## src/rtl/scrub_pkg.sv

```systemverilog
`timescale 1ns/1ps
package scrub_pkg;

    localparam int DATA_W = 16;
    localparam logic [DATA_W-1:0] FILL_WORD = 16'hAAAA;

    typedef enum logic [1:0] {
        ST_FILL,
        ST_SCAN,
        ST_WAIT,
        ST_SCRUB
    } scrub_state_e;

    // tag that travels alongside a read through the memory latency
    typedef struct packed {
        logic valid;
        logic last;
    } rd_tag_t;

    function automatic int unsigned ones_in(input logic [DATA_W-1:0] v);
        int unsigned n;
        n = 0;
        for (int b = 0; b < DATA_W; b++) begin
            n += {31'b0, v[b]};
        end
        return n;
    endfunction

endpackage

```

## src/rtl/scrub_gray_addr.sv

```systemverilog
`timescale 1ns/1ps
module scrub_gray_addr #(
    parameter int ADDR_W = 6
) (
    input  logic              clk,
    input  logic              rst,
    input  logic              clear,
    input  logic              step,
    output logic [ADDR_W-1:0] addr,
    output logic              last
);
    logic [ADDR_W-1:0] bin_q;

    always_ff @(posedge clk) begin
        if (rst || clear) begin
            bin_q <= '0;
        end else if (step) begin
            bin_q <= bin_q + 1'b1;
        end
    end

    assign addr = bin_q ^ (bin_q >> 1);
    assign last = &bin_q;

    // consecutive sweep addresses differ in exactly one bit
    a_r2_one_bit_step: assert property (@(posedge clk) disable iff (rst)
        ($past(step) && !$past(clear) && !$past(rst)) |-> ($countones(addr ^ $past(addr)) == 1));

endmodule

```

## src/rtl/scrub_mem.sv

```systemverilog
`timescale 1ns/1ps
module scrub_mem #(
    parameter int ADDR_W = 6,
    parameter int DATA_W = 16
) (
    input  logic              clk,
    input  logic              we,
    input  logic [ADDR_W-1:0] waddr,
    input  logic [DATA_W-1:0] wdata,
    input  logic              re,
    input  logic [ADDR_W-1:0] raddr,
    output logic [DATA_W-1:0] rdata
);
    localparam int DEPTH = 1 << ADDR_W;

    logic [DATA_W-1:0] store [DEPTH];

    always_ff @(posedge clk) begin
        if (we) begin
            store[waddr] <= wdata;
        end
        if (re) begin
            rdata <= store[raddr];
        end
    end

endmodule

```

## src/rtl/scrub_check.sv

```systemverilog
`timescale 1ns/1ps
module scrub_check
    import scrub_pkg::*;
#(
    parameter int ADDR_W = 6,
    parameter int BCNT_W = 11
) (
    input  logic              clk,
    input  logic              rst,
    input  logic              flush,
    input  rd_tag_t           tag_in,
    input  logic [DATA_W-1:0] rd_data,
    output logic              done,
    output logic [ADDR_W:0]   sum_words,
    output logic [BCNT_W-1:0] sum_bits
);
    rd_tag_t           tag_q;
    logic [ADDR_W:0]   acc_w;
    logic [BCNT_W-1:0] acc_b;
    logic [DATA_W-1:0] diff;
    logic              miss;
    logic [BCNT_W-1:0] nbits;

    // align the tag with the one-cycle read latency
    always_ff @(posedge clk) begin
        if (rst || flush) begin
            tag_q <= '0;
        end else begin
            tag_q.valid <= tag_in.valid;
            tag_q.last  <= tag_in.valid && tag_in.last;
        end
    end

    always_comb begin
        diff      = rd_data ^ FILL_WORD;
        miss      = tag_q.valid && (diff != '0);
        nbits     = tag_q.valid ? BCNT_W'(ones_in(diff)) : '0;
        sum_words = acc_w + {{ADDR_W{1'b0}}, miss};
        sum_bits  = acc_b + nbits;
        done      = tag_q.valid && tag_q.last;
    end

    always_ff @(posedge clk) begin
        if (rst || flush || done) begin
            acc_w <= '0;
            acc_b <= '0;
        end else begin
            acc_w <= sum_words;
            acc_b <= sum_bits;
        end
    end

    // every counted word carries at least one flipped bit
    a_r4_bits_cover_words: assert property (@(posedge clk) disable iff (rst)
        {{(BCNT_W > ADDR_W + 1 ? BCNT_W - ADDR_W - 1 : 0){1'b0}}, acc_w} <= acc_b);

endmodule

```

## src/rtl/mem_upset_scrubber.sv

```systemverilog
`timescale 1ns/1ps
module mem_upset_scrubber
    import scrub_pkg::*;
#(
    parameter int ADDR_W = 6
) (
    input  logic                                         clk,
    input  logic                                         rst,
    input  logic                                         scrub_ack,
    input  logic                                         inj_en,
    input  logic [ADDR_W-1:0]                            inj_addr,
    input  logic [15:0]                                  inj_data,
    output logic                                         irq,
    output logic [ADDR_W:0]                              word_cnt,
    output logic [$clog2((1 << ADDR_W) * 16 + 1)-1:0]    bit_cnt
);
    localparam int DEPTH  = 1 << ADDR_W;
    localparam int BCNT_W = $clog2(DEPTH * DATA_W + 1);

    scrub_state_e      state_q, state_d;
    logic [ADDR_W-1:0] sweep_addr;
    logic              sweep_last;
    logic              stepping;
    logic              report;
    logic              chk_done;
    logic [ADDR_W:0]   chk_words;
    logic [BCNT_W-1:0] chk_bits;
    logic [ADDR_W:0]   wcnt_q;
    logic [BCNT_W-1:0] bcnt_q;
    logic              wr_en;
    logic [ADDR_W-1:0] wr_addr;
    logic [DATA_W-1:0] wr_data;
    logic [DATA_W-1:0] rd_data;
    rd_tag_t           rd_tag;

    assign stepping = (state_q != ST_WAIT);
    assign report   = chk_done && (chk_words != '0);

    scrub_gray_addr #(.ADDR_W(ADDR_W)) u_addr (
        .clk   (clk),
        .rst   (rst),
        .clear (report),
        .step  (stepping),
        .addr  (sweep_addr),
        .last  (sweep_last)
    );

    // planted writes take the port over internal pattern writes
    always_comb begin
        wr_en   = inj_en || (state_q == ST_FILL) || (state_q == ST_SCRUB);
        wr_addr = inj_en ? inj_addr : sweep_addr;
        wr_data = inj_en ? inj_data : FILL_WORD;
        rd_tag.valid = (state_q == ST_SCAN);
        rd_tag.last  = sweep_last;
    end

    scrub_mem #(.ADDR_W(ADDR_W), .DATA_W(DATA_W)) u_mem (
        .clk   (clk),
        .we    (wr_en),
        .waddr (wr_addr),
        .wdata (wr_data),
        .re    (rd_tag.valid),
        .raddr (sweep_addr),
        .rdata (rd_data)
    );

    scrub_check #(.ADDR_W(ADDR_W), .BCNT_W(BCNT_W)) u_chk (
        .clk       (clk),
        .rst       (rst),
        .flush     (report),
        .tag_in    (rd_tag),
        .rd_data   (rd_data),
        .done      (chk_done),
        .sum_words (chk_words),
        .sum_bits  (chk_bits)
    );

    always_comb begin
        state_d = state_q;
        unique case (state_q)
            ST_FILL:  if (sweep_last) state_d = ST_SCAN;
            ST_SCAN:  if (report)     state_d = ST_WAIT;
            ST_WAIT:  if (scrub_ack)  state_d = ST_SCRUB;
            ST_SCRUB: if (sweep_last) state_d = ST_SCAN;
            default:                  state_d = ST_FILL;
        endcase
    end

    always_ff @(posedge clk) begin
        if (rst) begin
            state_q <= ST_FILL;
            wcnt_q  <= '0;
            bcnt_q  <= '0;
        end else begin
            state_q <= state_d;
            if (report) begin
                wcnt_q <= chk_words;
                bcnt_q <= chk_bits;
            end
        end
    end

    assign irq      = (state_q == ST_WAIT);
    assign word_cnt = wcnt_q;
    assign bit_cnt  = bcnt_q;

    // a pending report always carries a nonzero word count
    a_r5_irq_has_count: assert property (@(posedge clk) disable iff (rst)
        irq |-> (word_cnt != '0));
    // a sweep cannot count more words than the memory holds
    a_r3_word_bound: assert property (@(posedge clk) disable iff (rst)
        word_cnt <= (ADDR_W + 1)'(DEPTH));
    // report holds until acknowledged
    a_r7_hold: assert property (@(posedge clk) disable iff (rst)
        (irq && !scrub_ack) |=> (irq && $stable(word_cnt) && $stable(bit_cnt)));
    // acknowledgment releases the report
    a_r7_release: assert property (@(posedge clk) disable iff (rst)
        (irq && scrub_ack) |=> !irq);
    // a report only starts out of scanning
    a_r8_rise_from_scan: assert property (@(posedge clk) disable iff (rst)
        $rose(irq) |-> ($past(state_q) == ST_SCAN));
    // counts survive the release of the report
    a_r10_counts_kept: assert property (@(posedge clk) disable iff (rst)
        $fell(irq) |-> ($stable(word_cnt) && $stable(bit_cnt)));

endmodule

```

## config.mk

```make
export PLATFORM = sky130hd
export DESIGN_NAME = mem_upset_scrubber
export DESIGN_NICKNAME = d
export VERILOG_FILES = /design/src/rtl/scrub_pkg.sv /design/src/rtl/scrub_gray_addr.sv /design/src/rtl/scrub_mem.sv /design/src/rtl/scrub_check.sv /design/src/rtl/mem_upset_scrubber.sv
export SDC_FILE = /design/constraint.sdc
export NUM_CORES = 1
export LEC_CHECK = 0
export BUFFER_PORTS_ARGS = -buffer_cell sky130_fd_sc_hd__buf_2
export CORE_MARGIN = 5
export CORE_UTILIZATION = 55
export CTS_CLUSTER_DIAMETER = 40
export DETAILED_ROUTE_END_ITERATION = 8
export PLACE_DENSITY_LB_ADDON = 0.25
export SKIP_LAST_GASP = 1
export SLEW_MARGIN = 20
export SYNTH_ARGS = -nofsm -noshare
export SYNTH_HDL_FRONTEND = slang
export SYNTH_HIERARCHICAL = 1
export SYNTH_SLANG_ARGS = --single-unit
```

## constraint.sdc

```tcl
create_clock -name clk -period 4.7 [get_ports clk]
set_input_delay 0.94 -clock clk [delete_from_list [all_inputs] [get_ports clk]]
set_output_delay 0.94 -clock clk [all_outputs]
set_load 0.1 [all_outputs]
```

### Yosys cells after proc, flatten, opt, wreduce, memory -nomap -nowiden

Memories as Yosys holds them, arrays and structs flattened. A register that Yosys moved wholly into a read port is not among the register bits.
Index checks and enable logic that the tools add are counted.

| storage, ports and cells | value |
|---|---|
| bits in writable memories | 1024 |
| register bits | 46 |
| memories kept | 1 |
| logic and storage cells | 59 |

| operators by class | value |
|---|---|
| bitwise operators | 2 |
| mux-type cells | 9 |
| equality and inequality tests | 7 |
| add/sub/neg operators | 18 |
| reductions and logical operators | 14 |

Memory list:

| name | words | width | rd ports | clocked after memory_dff | write ports | line | RTL |
|---|---|---|---|---|---|---|---|
| u_mem.store | 64 | 16 | 1 | 1 | 1 | scrub_mem.sv:16 | `logic [DATA_W-1:0] store [DEPTH];` |

Operator list:

| cell | count |
|---|---|
| 11-bit by 1-bit adder with 11-bit output | 14 |
| 16-bit two-way mux | 1 |
| 16-bit nonzero test | 1 |
| 11-bit adder | 1 |
| 11-bit two-way mux | 1 |
| 8-bit NOT | 1 |
| 7-bit by 1-bit adder with 7-bit output | 1 |
| 7-bit nonzero test | 1 |
| 6-bit by 1-bit adder with 6-bit output, second input constant | 1 |
| 2-bit two-way mux | 3 |
| 6-bit two-way mux | 1 |
| 2-bit one-hot mux with 3 select lines | 1 |
| 6-bit AND reduction | 1 |
| 6-bit by 5-bit XOR with 6-bit output | 1 |
| 2-bit == test, second input constant | 2 |
| 1-bit logical AND | 4 |
| 1-bit logical OR | 4 |
| 2-bit by 1-bit inequality test with 1-bit output, second input constant | 2 |
| 2-bit inequality test, second input constant | 2 |
| 3-bit AND reduction | 1 |
| 1-bit by 1-bit adder with 2-bit output | 1 |
| 2-bit by 1-bit == test with 1-bit output, second input constant | 1 |
| 2-bit logical NOT | 1 |
| 1-bit two-way mux | 2 |
| 2-bit OR reduction | 1 |

### Depth between registers and ports, before layout

Gate-level depths: netlist of run 1.

| logic depth | value |
|---|---|
| depth after elaboration | 18 |
| depth in mapped cells | 20 |

### Cells and area by module

The synthesis of run 1 kept the hierarchy.

By module, submodules not included:

| module | times used | area each (sq um) | seq. area each (sq um) | cells an instance |
|---|---|---|---|---|
| scrub_mem | 1 | 40202.3 | 31230.0 | 1829 |
| scrub_check | 1 | 1506.4 | 400.4 | 161 |
| mem_upset_scrubber | 1 | 1054.8 | 400.4 | 120 |
| scrub_gray_addr | 1 | 356.6 | 120.1 | 34 |

### Least setup slack after synthesis of run 1

OpenSTA, ideal clock, no wires.

| path | value |
|---|---|
| kind | register -> register |
| from | register u_mem.rdata[0] (read register of u_mem.store) |
| to | register bcnt_q[10] (netlist: bit_cnt[10]) |
| cell stages (with the launch flop) | 20 |
| path buffers | 0 |
| setup time | 0.069 ns |
| clock period less this slack | 4.543 ns |
| required time | 4.631 ns |
| arrival | 4.474 ns |
| slack | 0.157 ns |
| path through | edfxtp_1 -> inv_1 -> fa_1 -> inv_1 -> fa_1 -> fa_1 -> inv_1 -> fa_1 -> inv_1 -> ha_1 -> fa_1 -> xor2_1 -> and2_1 -> ha_1 -> nor2b_4 -> o211ai_2 -> a21oi_1 -> xor2_1 -> nand2_1 -> a21oi_2 |

| on the way | value |
|---|---|
| longest elaborated chain between the ends | 17 |

RTL lines:

| what | line | RTL |
|---|---|---|
| start, declared | scrub_mem.sv:12 | `output logic [DATA_W-1:0] rdata` |
| 1-bit by 1-bit adder with 2-bit output | scrub_pkg.sv:24 | `n += {31'b0, v[b]};` |
| 11-bit by 1-bit adder with 11-bit output (14 in a row) | scrub_pkg.sv:24 |  |
| 11-bit two-way mux | scrub_check.sv:37 | `nbits = tag_q.valid ? BCNT_W'(ones_in(diff)) : '0;` |
| 11-bit adder | scrub_check.sv:39 | `sum_bits = acc_b + nbits;` |
| named net chk_bits[10] | mem_upset_scrubber.sv:27 | `logic [BCNT_W-1:0] chk_bits;` |
| end signal, assigned | mem_upset_scrubber.sv:98 | `bcnt_q <= chk_bits;` |
| end, declared | mem_upset_scrubber.sv:29 | `logic [BCNT_W-1:0] bcnt_q;` |

The timed path passes the listed nets, and every way through them passes these cells.
A chain may end at the register's enable or synchronous reset.

### Worst setup path after layout of run 1

| path | value |
|---|---|
| from | register u_mem.rdata[14] (read register of u_mem.store) |
| to | register bcnt_q[9] (netlist: bit_cnt[9]) |

RTL lines:

| what | line |
|---|---|
| 11-bit by 1-bit adder with 11-bit output (2 in a row) | scrub_pkg.sv:24 |
| 11-bit two-way mux | scrub_check.sv:37 |
| 11-bit adder | scrub_check.sv:39 |
| named net chk_bits[9] | mem_upset_scrubber.sv:27 |

The timed path passes the listed nets, and every way through them passes these cells.

==> results of run 1 <==
[worst register-to-register path: cells and delay by family, from the launching register on]
kind                       cells  cell delay (ns)
AOI/OAI and AO/OA              3             0.56
xor gates and xnor gates       1             0.16
adders and majority gates      7             2.98
buffers and inverters          3             0.17
DFF                            1             0.41
and+or+nand+nor                3             0.39
[stage by stage]
step / setup TNS (ns) / cells / hold slack [ns]
floorplan: 0 / 2144 / 0.4544
global placement: -0.05090 / 3237 / 0.4401
detailed placement: -0.8574 / 3237 / 0.4465
CTS: -0.005809 / 3475 / 0.4539
global route: -0.7667 / 3478 / 0.4609
finish: -0.02126 / 3481 / 0.4517
[logic make-up (layout without fill, tap and decap cells)]
family	Yosys count	in the layout	share of synthesized area, %
flip-flops	1086	1086	74.56
multiplexers	353	353	14.83
AND/OR/NAND/NOR	345	345	4.054
AO/OA/AOI/OAI	169	169	2.945
buffers and inverters	144	438	2.182
adder cells (fa/ha/maj)	32	32	1.120
XOR/XNOR	15	15	0.3047
other	0	3	0
[Yosys cell counts (7+ instances only)]
master    number
edfxtp_1    1040
mux4_2       220
mux2i_1       93
nand2_1       91
nor2_1        87
dfxtp_1       46
a22oi_1       45
buf_2         37
mux2_2        33
a21oi_1       31
nand3_1       31
nor2b_1       31
clkbuf_1      28
inv_1         28
and2_1        25
ha_1          21
buf_6         20
nand2b_1      18
a221oi_1      16
buf_4         15
nand4_1       15
fa_1          11
a211oi_1       9
xor2_1         9
a211o_1        8
a311oi_1       8
a31oi_1        8
a21oi_2        7
nor3_1         7
[registers in the layout, indices dropped and copies added, names as in the netlist]
name	count
bit_cnt	11
state_q	2
u_addr/bin_q	6
u_chk/acc_b	11
u_chk/acc_w	7
u_chk/tag_q	2
u_mem/rdata	16
u_mem/store	1024
word_cnt	7
[metal layers]
metal / track usage (%) / wire (um) / vias up
met3: 5.950 / 9497 / 222
li1: - / - / 9158
met1: 33.37 / 39480 / 11390
met4: 9.242 / 4172 / 2
met5: 0 / 9 / -
met2: 36.51 / 46880 / 1087
[what timing repair did]
item	CTS	global route
hold buffers	0	0
buffers inserted	1	4
endpoints found under the hold margin	0	0
setup endpoints to repair	12	14
gates resized for setup	12	10
pin swaps	5	18
[how the worst min path moves through the flow]
stage	from	endpoint	slack, ns	cells past startpoint
after detailed placement	bit_cnt[7]	bit_cnt[7]	0.45	2
after floorplan	u_chk/acc_b[10]	u_chk/acc_b[10]	0.45	2
final	bit_cnt[7]	bit_cnt[7]	0.45	2
after global placement	bit_cnt[8]	bit_cnt[8]	0.44	2
after global routing	bit_cnt[7]	bit_cnt[7]	0.46	2
after CTS	bit_cnt[7]	bit_cnt[7]	0.45	2
[final cells by class]
| type | count | area (sq um) |
|---|---|---|
| antenna | 3 | 7.507 |
| clock buffer | 158 | 3560 |
| clock inverter | 79 | 838.3 |
| fill | 5225 | 28080 |
| inverter | 28 | 105.1 |
| multi-input combinational | 914 | 10230 |
| sequential | 1086 | 32150 |
| tap | 1040 | 1301 |
| timing repair buffer | 173 | 1314 |
[power breakdown]
| group | switching, mW | internal (mW) | leakage, nW |
|---|---|---|---|
| combinational | 5.51 | 4.67 | 4.12 |
| clock | 3.88 | 6.21 | 2.14 |
| sequential | 0.137 | 11.0 | 9.73 |
[layout by cell type (no fill, tap or decap), drive strengths merged, types with 11 or more instances in the layout]
master | synthesis | layout
nand2 | 96 | 96
dfxtp | 46 | 46
a21oi | 38 | 38
nand4 | 16 | 16
nor2b | 32 | 32
mux2 | 36 | 36
bufinv | 0 | 14
ha | 21 | 21
nor2 | 89 | 89
inv | 28 | 43
nand2b | 18 | 18
fa | 11 | 11
clkbuf | 32 | 158
clkinv | 0 | 43
edfxtp | 1040 | 1040
mux4 | 224 | 224
a22oi | 45 | 45
mux2i | 93 | 93
nand3 | 31 | 31
buf | 84 | 173
and2 | 26 | 26
a221oi | 16 | 16
==> reports/metrics.cfg, run 1 <==
[timing]
final-max-slew-violation-count=0
rsz0062_at_grt=true
max_freq_mhz=211.8
skew_ns=0.02306
final_hold_viol_count=0
tightest_slew_ns=1.127
period_share_pct=100.5
slew_headroom_pct=24.86
fin_crit_ns=4.721
setup_viol=1
final.setup.worst_slack_ns=-0.02126

[worst_setup_path]
cp_slowest_cell=fa_1
cp-endpoint=bit_cnt[9]
rr_worst_depth=17
slowest_delay_ns=0.59
reg2reg_from=u_mem/rdata[14]
worst_setup_path_end_kind=flop
arrival_ns=5.35
rrSetupSlack_ns=-0.02
crit_family=adder cells
r2r_end=bit_cnt[9]
startpoint_type=flop
timing.critical_path.required_ns=5.33
cp.buffers_inverters=3
worst-path-stages=17
critPathMaxFanout=4
timing.critical_path.from=u_mem/rdata[14]
critPathKind=reg -> reg
cpMostUsedCell=fa_1
worstPathCellList=fa_1, fa_2, fa_1, inv_1, fa_1, inv_2, ha_4, fa_2, nand2_2, inv_1, ha_1, a21o_1, nand4_1, a21oi_2, xor2_1, nand2_1, a21oi_2

[global_routing]
grt_max_degree=67
grt_pass1_vias=22250
grt_pass1_wl_um=148100
grt_overflow=0
track_usage_pct=23.74
antenna_found_initial=4

[die]
io_pins=45
core_area_sq_mm=0.07759
start_util_pct=55.57
die_w_um=290
die_area_sq_mm=0.08410
std_cell_rows=102
fp.dieH_um=290

[logic_synthesis]
yosysWarnings=6
synth_top_area_share_pct=72.43
synthArstFlopShare_pct=0
synth_fp_nets=2202
synth_area_leaders=edfxtp_1 (72%), mux4_2 (11%), mux2i_1 (2.2%)
synth-edff-count=1040
ys_seq_area_share_pct=74.56
synthesis.area_sq_mm=0.04312
synth_seq_cells=1086
synth_top_cell_by_area=edfxtp_1
yosys.cell_types.count=71
avgSynthCellArea_sq_um=20.11
yosys_most_used_dff=edfxtp_1
syn_inst=2144

[detailed_routing]
drt_wl_total_um=100000
via_per_inst=6.279
vias=21860
dr.pass1.iters=5
drc=0
drtAntennaViolNets=0
wl_per_cell_um=28.74
first_iter_violations=2672

[placed_design]
globalplace.congestion=0.8727
dpl_worst_slack_ns=-0.1918
io_buffers=44
place_hpwl_um=60320
placed_cell_area_sq_mm=0.04495

[pwr]
ir_drop_mv=0.8711
p_leak_nw=16.00
power_density_mw_per_mm2=634.7
total_power_mw=31.42

[final_layout]
area_delta_synth_final_pct=14.82
drive_gt1_share_pct=28.75
fin_nets=2394
fin_area_sq_mm=0.04951
final_core_util_pct=63.81

[run_status]
violations=setup timing
status=finished with violations

[worst_hold_path]
hp-class=reg -> reg

[clock_tree]
cts_buffer_depth=3
cts-root-buf=clkbuf_16
clk_latency_ns=0.70
cts_max_level=4
numCtsBuffers=133
cts_tree=yes
clk_pin_slew_ns=0.05
cts.sinks=1086

[flow_run]
cap_violations=0

No activity file was read; power rests on OpenSTA's default activity.
==> inputs of run 2 (changes only) <==
--- a/config.mk
+++ b/config.mk
@@ -12,3 +12,3 @@
 export DETAILED_ROUTE_END_ITERATION = 8
-export PLACE_DENSITY_LB_ADDON = 0.25
+export PLACE_DENSITY = 0.85
 export SKIP_LAST_GASP = 1
==> constraint.sdc (replaced) <==
create_clock -name clk -period 4.7 [get_ports clk]
set_input_delay 0.47 -clock clk [delete_from_list [all_inputs] [get_ports clk]]
set_output_delay 0.47 -clock clk [all_outputs]
set_load 0.1 [all_outputs]
==> run 2 against run 1 <==
The run now ends clean. Core utilization decreased by 0.76 points. Sequential share of layout area increased by 0.78 points. Fmax increased by 1.4%. Non-clock buffer count decreased by 7. Clock power decreased by 9%. Global-route usage increased by 0.88 points. Routed wire length increased by 5.7%. Register-to-register slack improved by 0.07 ns. First-iteration DRC count increased by 26%. Worst setup slack improved by 0.066 ns. Combinational power about the same. Clock-buffer cell count decreased by 26. Critical path type unchanged.
==> reports/metrics.cfg, run 2 (synthesis gave the netlist of run 1 again) <==
[worst_setup_path]
slowest_delay_ns=0.54
r2r_end=bit_cnt[10]
worst-path-stages=17
timing.critical_path.from=u_mem/rdata[7]
cpMostUsedCell=fa_1
arrival_ns=5.25
timing.critical_path.required_ns=5.30
critPathMaxFanout=3
cp_slowest_cell=fa_2
cp.buffers_inverters=3
rrSetupSlack_ns=0.04
reg2reg_from=u_mem/rdata[7]
cp-endpoint=bit_cnt[10]
worstPathCellList=fa_1, fa_1, inv_1, fa_1, inv_1, fa_1, inv_2, ha_4, fa_2, nand2_2, fa_2, nor2b_4, o211ai_4, a21oi_2, xor2_1, nand2_1, a21oi_2
critPathKind=reg -> reg
worst_setup_path_end_kind=flop
rr_worst_depth=17
crit_family=adder cells
startpoint_type=flop

[final_layout]
area_delta_synth_final_pct=13.45
top_regs=u_mem/store (1024), u_mem/rdata (16)
drive_gt1_share_pct=28.20
fin_area_sq_mm=0.04892
largest_register_ffs=1024
fillers=4941
mostFrequentLayoutCells=edfxtp_1 (1040), mux4_2 (220), clkbuf_16 (117)
finalNonFillerCells=3449
layout_commonest_cell=edfxtp_1
top_register=u_mem/store
fin_nets=2370

[timing]
final-max-slew-violation-count=0
tightest_slew_ns=1.082
final_hold_viol_count=0
setup_viol=0
fin_crit_ns=4.655
skew_ns=0.02239
period_share_pct=99.04
hold_ws_ns=0.2786
rsz0062_at_grt=true
max_freq_mhz=214.8
slew_headroom_pct=27.88
finalSetupTns_ns=0

[die]
die_area_sq_mm=0.08410
fp.dieH_um=290
io_pins=45
die_w_um=290
std_cell_rows=102
start_util_pct=55.57
core_area_sq_mm=0.07759

[clock_tree]
cts_max_level=3
clk_pin_slew_ns=0.06
cts_tree=yes
cts_buffer_depth=3
ctsHoldBuffers=0
numCtsBuffers=116
cts-root-buf=clkbuf_16
clk_latency_ns=0.68
cts.sinks=1086

[worst_hold_path]
hp-class=in -> reg

[detailed_routing]
drc=0
wl_met2_um=51940
highest_layer=met4
wl_per_cell_um=30.64
drt-met1-wl_um=37450
route.met3.wl_um=11560
via_per_inst=6.628
dr.pass1.iters=6
first_iter_violations=3354
drt_wl_total_um=105700
vias=22860
drtAntennaViolNets=0

[global_routing]
grt_pass1_wl_um=154900
track_usage_pct=24.62
antenna_found_initial=2
grt_overflow=0
grt_max_degree=72
grt_pass1_vias=23000

[pwr]
p_leak_nw=15.66
ir_drop_mv=0.6544
power_density_mw_per_mm2=627.3

[placed_design]
placed_cell_area_sq_mm=0.04489
place_inst=3231
io_buffers=44
place_hpwl_um=57230
globalplace.congestion=0.8912

[run_status]
status=finished clean

[flow_run]
cap_violations=0

run 2: cell count changes in the layout (fill, tap and decap cells not counted), moves of 4 or more:
cell	change
inv_6	-8
clkbuf_16	-22
clkinvlp_4	+4
buf_4	-6
inv_1	-4
inv_8	+4
inv_2	+4
clkinv_8	+5
run 2: timing repair:
action                                  in CTS  in global routing
hold endpoints to repair                     0                  0
pin swaps                                    9                 14
cloned                                       0                  0
endpoints found under the setup margin      12                 12
gates resized for setup                     14                 13
setup buffers                                1                  3
run 2: report_power, final:
| group | switching [mW] | leakage, nW | internal [mW] |
|---|---|---|---|
| combinational | 5.67 | 4.06 | 4.69 |
| clock | 3.83 | 1.86 | 5.32 |
| sequential | 0.155 | 9.73 | 11.0 |
| total | 9.65 | 15.7 | 21.0 |
run 2: per-layer routing:
layer | vias to the layer above | GRT usage (%)
met5 | - | 0
met2 | 1681 | 40.74
li1 | 9077 | -
met4 | 0 | 8.555
met3 | 303 | 5.522
met1 | 11800 | 32.85
run 2: worst min-delay path by stage:
stage,depth (start not counted),end,slack [ns],from
global placement,2,bit_cnt[0],0.44,bit_cnt[0]
floorplan,2,u_chk/acc_b[10],0.45,u_chk/acc_b[10]
finish,4,state_q[0],0.28,scrub_ack
global route,4,state_q[0],0.28,scrub_ack
CTS,2,word_cnt[6],0.24,rst
detailed placement,2,bit_cnt[0],0.45,bit_cnt[0]
run 2: worst register-to-register path: cells and delay by family (launching register included):
| family | cells | cell delay (ns) |
|---|---|---|
| compound gates | 3 | 0.46 |
| flops | 1 | 0.42 |
| buf+inv | 3 | 0.16 |
| fa+ha+maj | 7 | 3.07 |
| simple gates | 3 | 0.32 |
| xor+xnor | 1 | 0.18 |
run 2: cell type report:
class | count | area (sq um) | share of cell area, %
clock buffers | 132 | 2984 | 6.100
diodes | 1 | 2.502 | 0.005115
flip-flops and latches | 1086 | 32150 | 65.72
inverters | 28 | 105.1 | 0.2148
clock inverters | 82 | 880.8 | 1.801
multi-input cells | 914 | 10250 | 20.95
repair buffers | 166 | 1249 | 2.552
well taps | 1040 | 1301 | 2.660
run 2: through the flow:
| stage | worst slack (ns) | total power, mW | utilization, % |
|---|---|---|---|
| after floorplan | 0.1569 | 18.50 | - |
| after global placement | -0.03132 | 20.44 | 57.85 |
| after detailed placement | -0.1901 | 20.75 | 57.86 |
| after CTS | 0.009274 | 30.23 | 62.95 |
| after global routing | -0.1327 | 31.88 | 63.04 |
| final | 0.04492 | 30.69 | 63.05 |
